## src/rtl/uart_rx_standby.sv

```systemverilog
module uart_rx_standby (
  input  logic       clk,
  input  logic       rst_n,
  input  logic       tick,
  input  logic       line_in,
  input  logic       nine_bit,
  input  logic       wake_sel,
  input  logic       stby_req,
  input  logic       rd_strobe,
  output logic [8:0] rx_data,
  output logic       rx_full,
  output logic       rx_irq,
  output logic       noise_err,
  output logic       frame_err,
  output logic       overrun,
  output logic       standby
);
  localparam logic [7:0] IDLE_FT8 = 8'd160;
  localparam logic [7:0] IDLE_FT9 = 8'd176;

  logic [1:0] sync;
  logic       busy, prev_high, noise_acc;
  logic [7:0] cnt, idle_cnt;
  logic [1:0] smp;
  logic [8:0] sh;

  wire       line_s   = sync[1];
  wire [3:0] rt0      = cnt[3:0];
  wire [3:0] bitn     = cnt[7:4];
  wire [3:0] last_bit = nine_bit ? 4'd10 : 4'd9;
  wire [7:0] idle_ft  = nine_bit ? IDLE_FT9 : IDLE_FT8;

  wire maj = (smp[1] & smp[0]) | (smp[1] & line_s) | (smp[0] & line_s);
  wire dis = (smp[1] ^ smp[0]) | (smp[0] ^ line_s);

  wire sample_pt  = busy && ((bitn == 4'd0) ? (rt0 == 4'd2 || rt0 == 4'd4)
                                            : (rt0 == 4'd7 || rt0 == 4'd8));
  wire start_eval = busy && bitn == 4'd0 && rt0 == 4'd6;
  wire bit_eval   = busy && bitn != 4'd0 && rt0 == 4'd9;
  wire done       = bit_eval && bitn == last_bit;

  wire [8:0] data_new  = nine_bit ? sh : {1'b0, sh[8:1]};
  wire       addr_mark = nine_bit ? data_new[8] : data_new[7];
  wire       stby_eff  = standby & ~(wake_sel & addr_mark);
  wire       full_eff  = rx_full & ~rd_strobe;

  assign rx_irq = rx_full & ~standby;

  always_ff @(posedge clk or negedge rst_n)
    if (!rst_n) sync <= 2'b00;
    else        sync <= {sync[0], line_in};

  always_ff @(posedge clk or negedge rst_n) begin
    if (!rst_n) begin
      busy      <= 1'b0;
      prev_high <= 1'b0;
      noise_acc <= 1'b0;
      cnt       <= '0;
      smp       <= '0;
      sh        <= '0;
    end else if (tick) begin
      if (!busy) begin
        prev_high <= line_s;
        if (prev_high && !line_s) begin
          busy      <= 1'b1;
          cnt       <= 8'd1;
          noise_acc <= 1'b0;
        end
      end else begin
        cnt <= cnt + 8'd1;
        if (sample_pt) smp <= {smp[0], line_s};
        if (start_eval && maj) begin
          busy      <= 1'b0;
          prev_high <= line_s;
        end
        if (bit_eval && !done) begin
          sh        <= {maj, sh[8:1]};
          noise_acc <= noise_acc | dis;
        end
        if (done) begin
          busy      <= 1'b0;
          prev_high <= line_s;
        end
      end
    end
  end

  always_ff @(posedge clk or negedge rst_n) begin
    if (!rst_n) begin
      rx_data   <= '0;
      rx_full   <= 1'b0;
      noise_err <= 1'b0;
      frame_err <= 1'b0;
      overrun   <= 1'b0;
      standby   <= 1'b0;
      idle_cnt  <= '0;
    end else begin
      if (rd_strobe) begin
        rx_full <= 1'b0;
        overrun <= 1'b0;
      end
      if (tick && done) begin
        if (!stby_eff && full_eff) overrun <= 1'b1;
        else begin
          rx_data   <= data_new;
          frame_err <= ~maj;
          noise_err <= noise_acc | dis;
          if (!stby_eff) rx_full <= 1'b1;
        end
        if (wake_sel && addr_mark) standby <= 1'b0;
      end
      if (stby_req) idle_cnt <= '0;
      else if (tick) begin
        if (busy || !line_s)       idle_cnt <= '0;
        else if (idle_cnt != idle_ft) idle_cnt <= idle_cnt + 8'd1;
      end
      if (tick && !busy && line_s && !wake_sel && idle_cnt == idle_ft - 8'd1)
        standby <= 1'b0;
      if (stby_req) standby <= 1'b1;
    end
  end

  a_r9_no_flag_in_standby: assert property (@(posedge clk) disable iff (!rst_n)
    (standby && !wake_sel && !rx_full) |=> !rx_full);
  a_r8_data_kept: assert property (@(posedge clk) disable iff (!rst_n)
    $rose(overrun) |-> $stable(rx_data));
  a_r7_read_clears: assert property (@(posedge clk) disable iff (!rst_n)
    (rd_strobe && !tick) |=> (!rx_full && !overrun));
  a_r4_no_load_when_idle: assert property (@(posedge clk) disable iff (!rst_n)
    !busy |=> $stable(rx_data));
  a_r11_wake_on_tick: assert property (@(posedge clk) disable iff (!rst_n)
    $fell(standby) |-> $past(tick));
  a_r2_frame_bound: assert property (@(posedge clk) disable iff (!rst_n)
    busy |-> (cnt < 8'd171));
endmodule

```

## config.mk

```make
export PLATFORM = sky130hd
export DESIGN_NAME = uart_rx_standby
export DESIGN_NICKNAME = d
export VERILOG_FILES = /design/src/rtl/uart_rx_standby.sv
export SDC_FILE = /design/constraint.sdc
export NUM_CORES = 1
export LEC_CHECK = 0
export ABC_AREA = 1
export BUFFER_PORTS_ARGS = -buffer_cell sky130_fd_sc_hd__buf_2
export CAP_MARGIN = 15
export CORE_MARGIN = 8
export CORE_UTILIZATION = 53
export CTS_CLUSTER_DIAMETER = 100
export DETAILED_ROUTE_END_ITERATION = 10
export PLACE_DENSITY = 0.82
export SYNTH_ARGS = -nofsm -noshare
export SYNTH_HDL_FRONTEND = slang
export SYNTH_SLANG_ARGS = --single-unit
```

## constraint.sdc

```tcl
create_clock -name clk -period 1.5 [get_ports clk]
set_clock_uncertainty 0.1 [all_clocks]
set_input_delay 0.15 -clock clk [delete_from_list [all_inputs] [get_ports clk]]
set_output_delay 0.15 -clock clk [all_outputs]
set_load 0.02 [all_outputs]
```

==> results.cfg <==
[timing]
fmax_mhz = 661.1
tns_ns = -0.01256
drv_slew = 0
finalWorstSetupSlack_ns = -0.01256
tightest_slew_ns = 0.4818
slew-limit-headroom = 0.6788
final_min_period_over_clock_period = 1.008
grt_setup_unrepaired = yes
period_minus_slack_ns = 1.513
hold_ws_ns = 0.1215
setup_viol = 1
hold_viol = 0

[grt]
grtUsageTotal = 0.1593
grt_pass1_vias = 2101
antenna_found_initial = 0
overflow = 0
grt_pass1_wl_um = 9522
grt_max_degree = 29

[logic_synthesis]
synth_cell_type_count = 30
syn_area_mm2 = 0.002561
ys_ff_latch = 46
ys.warnings.count = 0
syn_inst = 324
yosysSeqAreaShare = 0.4494
syn_avg_cell_area_um2 = 7.905
syn_nets = 340

[setup_path]
critPathKind = reg -> reg
worstPathRequired_ns = 1.65
end_kind = flop
regToRegStartpoint = cnt[6]
cpMaxStageDelayCell = dfrtp_1
cpPeakStageDelay_ns = 0.43
crit_path_frequent_cell = buf_12
crit_start = cnt[6]
r2r_cells = 7
path_cells = nor2_2 > nand2_1 > nor2_4 > buf_12 > buf_12 > nand3_4 > o21ai_2
path_max_fanout = 6
cp_top_family = simple AND/OR/NAND/NOR gates
worst-path-stages = 7
worst_setup_path_start_kind = flop
crit_buf_inv = 2
r2r_setup_slack_ns = -0.01
crit_arrival_ns = 1.66

[final_layout]
seq_area_mm2 = 0.001157
fin_nets = 394
multi_input_area_mm2 = 0.001468
fin_area_mm2 = 0.003339
num-fill-cells = 340
antenna_cells = 0
syn_to_final_growth_pct = 30.39
stdcell_count = 433
drive_above_1_share = 0.3641

[pwr]
finalPower_w = 0.004790
p_leak_nw = 1.572
powerDensity_mw_per_mm2 = 1434
vdd_ir_drop_max_mv = 0.8736

[routing]
totalWireLength_um = 6303
met1_length_um = 2632
vias_per_cell = 5.515
routedWlPerCell_um = 14.56
met2RoutedLength_um = 3162
top_layer = met4
first_iter_violations = 124
drc = 0
dr.pass1.iters = 4
ant_nets = 0
vias = 2388
wl_met3_um = 390

[clocking]
clockBufferDepth = 2
path_clk_slew_ns = 0.10
numCtsBuffers = 5
cts_tree = done
clk_latency_ns = 0.31
cts_max_level = 2
cts_sinks = 46
cts_root_buffer = clkbuf_8

[run_status]
outcome = finished with violations
violations = setup timing

[floorplan]
core_area_mm2 = 0.004692
dieArea_mm2 = 0.007313
die_h_um = 85.52
die_w_um = 85.52
start_util = 0.5459
num_io_pins = 23
num_rows = 25

[placed_design]
dp_hpwl_um = 3944
gp_congestion = 0.9135
dp.cells = 406
placed_area_mm2 = 0.002806
io_buffers = 22

[min_path]
hold_path_startpoint = stby_req
hold_path_class = in -> reg
hold_path_depth = 4

[run]
maxCapViolCount = 0
final timing paths:
path,end
worst max-delay path,rx_data[4]
max in group asynchronous,busy
worst max register to register,rx_data[4]
worst min register to register,sync[1]
min in group asynchronous,cnt[2]
worst min-delay path,idle_cnt[6]
per-layer routing:
layer	track usage	vias to the layer above
li1	-	1165
met1	0.1973	1130
met2	0.2616	77
met3	0.04394	16
met4	0.05096	0
met5	0	-
registers in the layout, indices dropped and copies added (netlist names):
register	cells
noise_acc	1
cnt	8
sync	2
rx_full	1
frame_err	1
smp	2
sh	9
idle_cnt	8
noise_err	1
overrun	1
rx_data	9
prev_high	1
standby	1
busy	1
final cells by class:
type                       instances  share of cell area
inverter                          40             0.04796
sequential                        46              0.3466
timing repair buffer              50              0.1176
clock buffer                       5             0.02061
clock inverter                     3            0.007493
multi-input combinational        235              0.4395
tap                               54             0.02023
worst register-to-register path: cells and delay by family, from the launching register on:
kind | cells | cell delay (ns)
flops | 1 | 0.43
compound gates | 1 | 0.17
simple gates | 4 | 0.47
buf+inv | 2 | 0.27
cells in the final DEF (no fill, tap or decap), drive strengths merged:
| master | Yosys | routed |
|---|---|---|
| nand3b | 1 | 1 |
| inv | 38 | 39 |
| ha | 8 | 8 |
| buf | 8 | 47 |
| a31o | 1 | 1 |
| dlygate4sd3 | 0 | 3 |
| dfrtp | 46 | 46 |
| o21ai | 38 | 38 |
| nand3 | 31 | 34 |
| clkbuf | 1 | 5 |
| o22ai | 2 | 2 |
| clkinvlp | 0 | 1 |
| nor2 | 34 | 34 |
| nor3 | 3 | 3 |
| xor2 | 1 | 1 |
| clkinv | 2 | 3 |
| nand2 | 97 | 100 |
| a21oi | 6 | 6 |
| a21boi | 1 | 1 |
| nand4 | 6 | 6 |
timing repair:
| item | 4_1_cts | 5_1_grt |
|---|---|---|
| pin swaps | 5 | 10 |
| hold buffers | 3 | 0 |
| resized for setup | 18 | 52 |
| hold endpoints to repair | 20 | 0 |
| cloned | 3 | 3 |
| endpoints found under the setup margin | 26 | 38 |
| setup buffers | 7 | 3 |
power breakdown:
group	internal, W	switching (W)
registers	0.00160	0.000329
clock network	0.000337	0.000471
logic	0.000849	0.00121
total	0.00278	0.00201
synthesized netlist by cell type:
master    number  area (µm²)
nand2_1       93       349.1
dfrtp_1       46        1151
inv_1         35       131.4
nor2_1        32       120.1
nand3_1       30       150.1
o21ai_0       23       115.1
o21ai_2       15       131.4
ha_1           8       100.1
nand4_1        5       31.28
a21oi_2        4       35.03
buf_6          4       45.04
inv_2          3       11.26
nand2_2        3       18.77
nor3_1         3       15.01
a21oi_1        2       10.01
buf_2          2       10.01
nor2_4         2       22.52
o22ai_1        2       12.51
a21boi_0       1       7.510
a31o_2         1       8.760
buf_1          1       3.750
buf_4          1       7.510
clkbuf_1       1       3.750
clkinv_1       1       3.750
clkinv_4       1       8.760
nand2_4        1       11.26
nand3_4        1       17.52
nand3b_1       1       7.510
nand4_2        1       12.51
xor2_1         1       8.760
stage by stage:
stage	setup WS, ns	utilization
floorplan	0.009598	-
global route	-0.06400	0.7117
finish	-0.01256	0.7117
detailed placement	-0.2158	0.5981
global placement	-0.07211	0.5981
CTS	-0.009184	0.6675
cells by family (layout without fill, tap and decap cells):
group                    count (synthesis)  in the layout  synth area share
AND/OR/NAND/NOR                        172            178            0.2951
buffers and inverters                   49             98           0.08793
flip-flops                              46             46            0.4494
AO/OA/AOI/OAI                           48             48            0.1251
XOR/XNOR                                 1              1          0.003420
adder cells (fa/ha/maj)                  8              8           0.03908
Note: power is estimated with default switching activity, not from simulation.
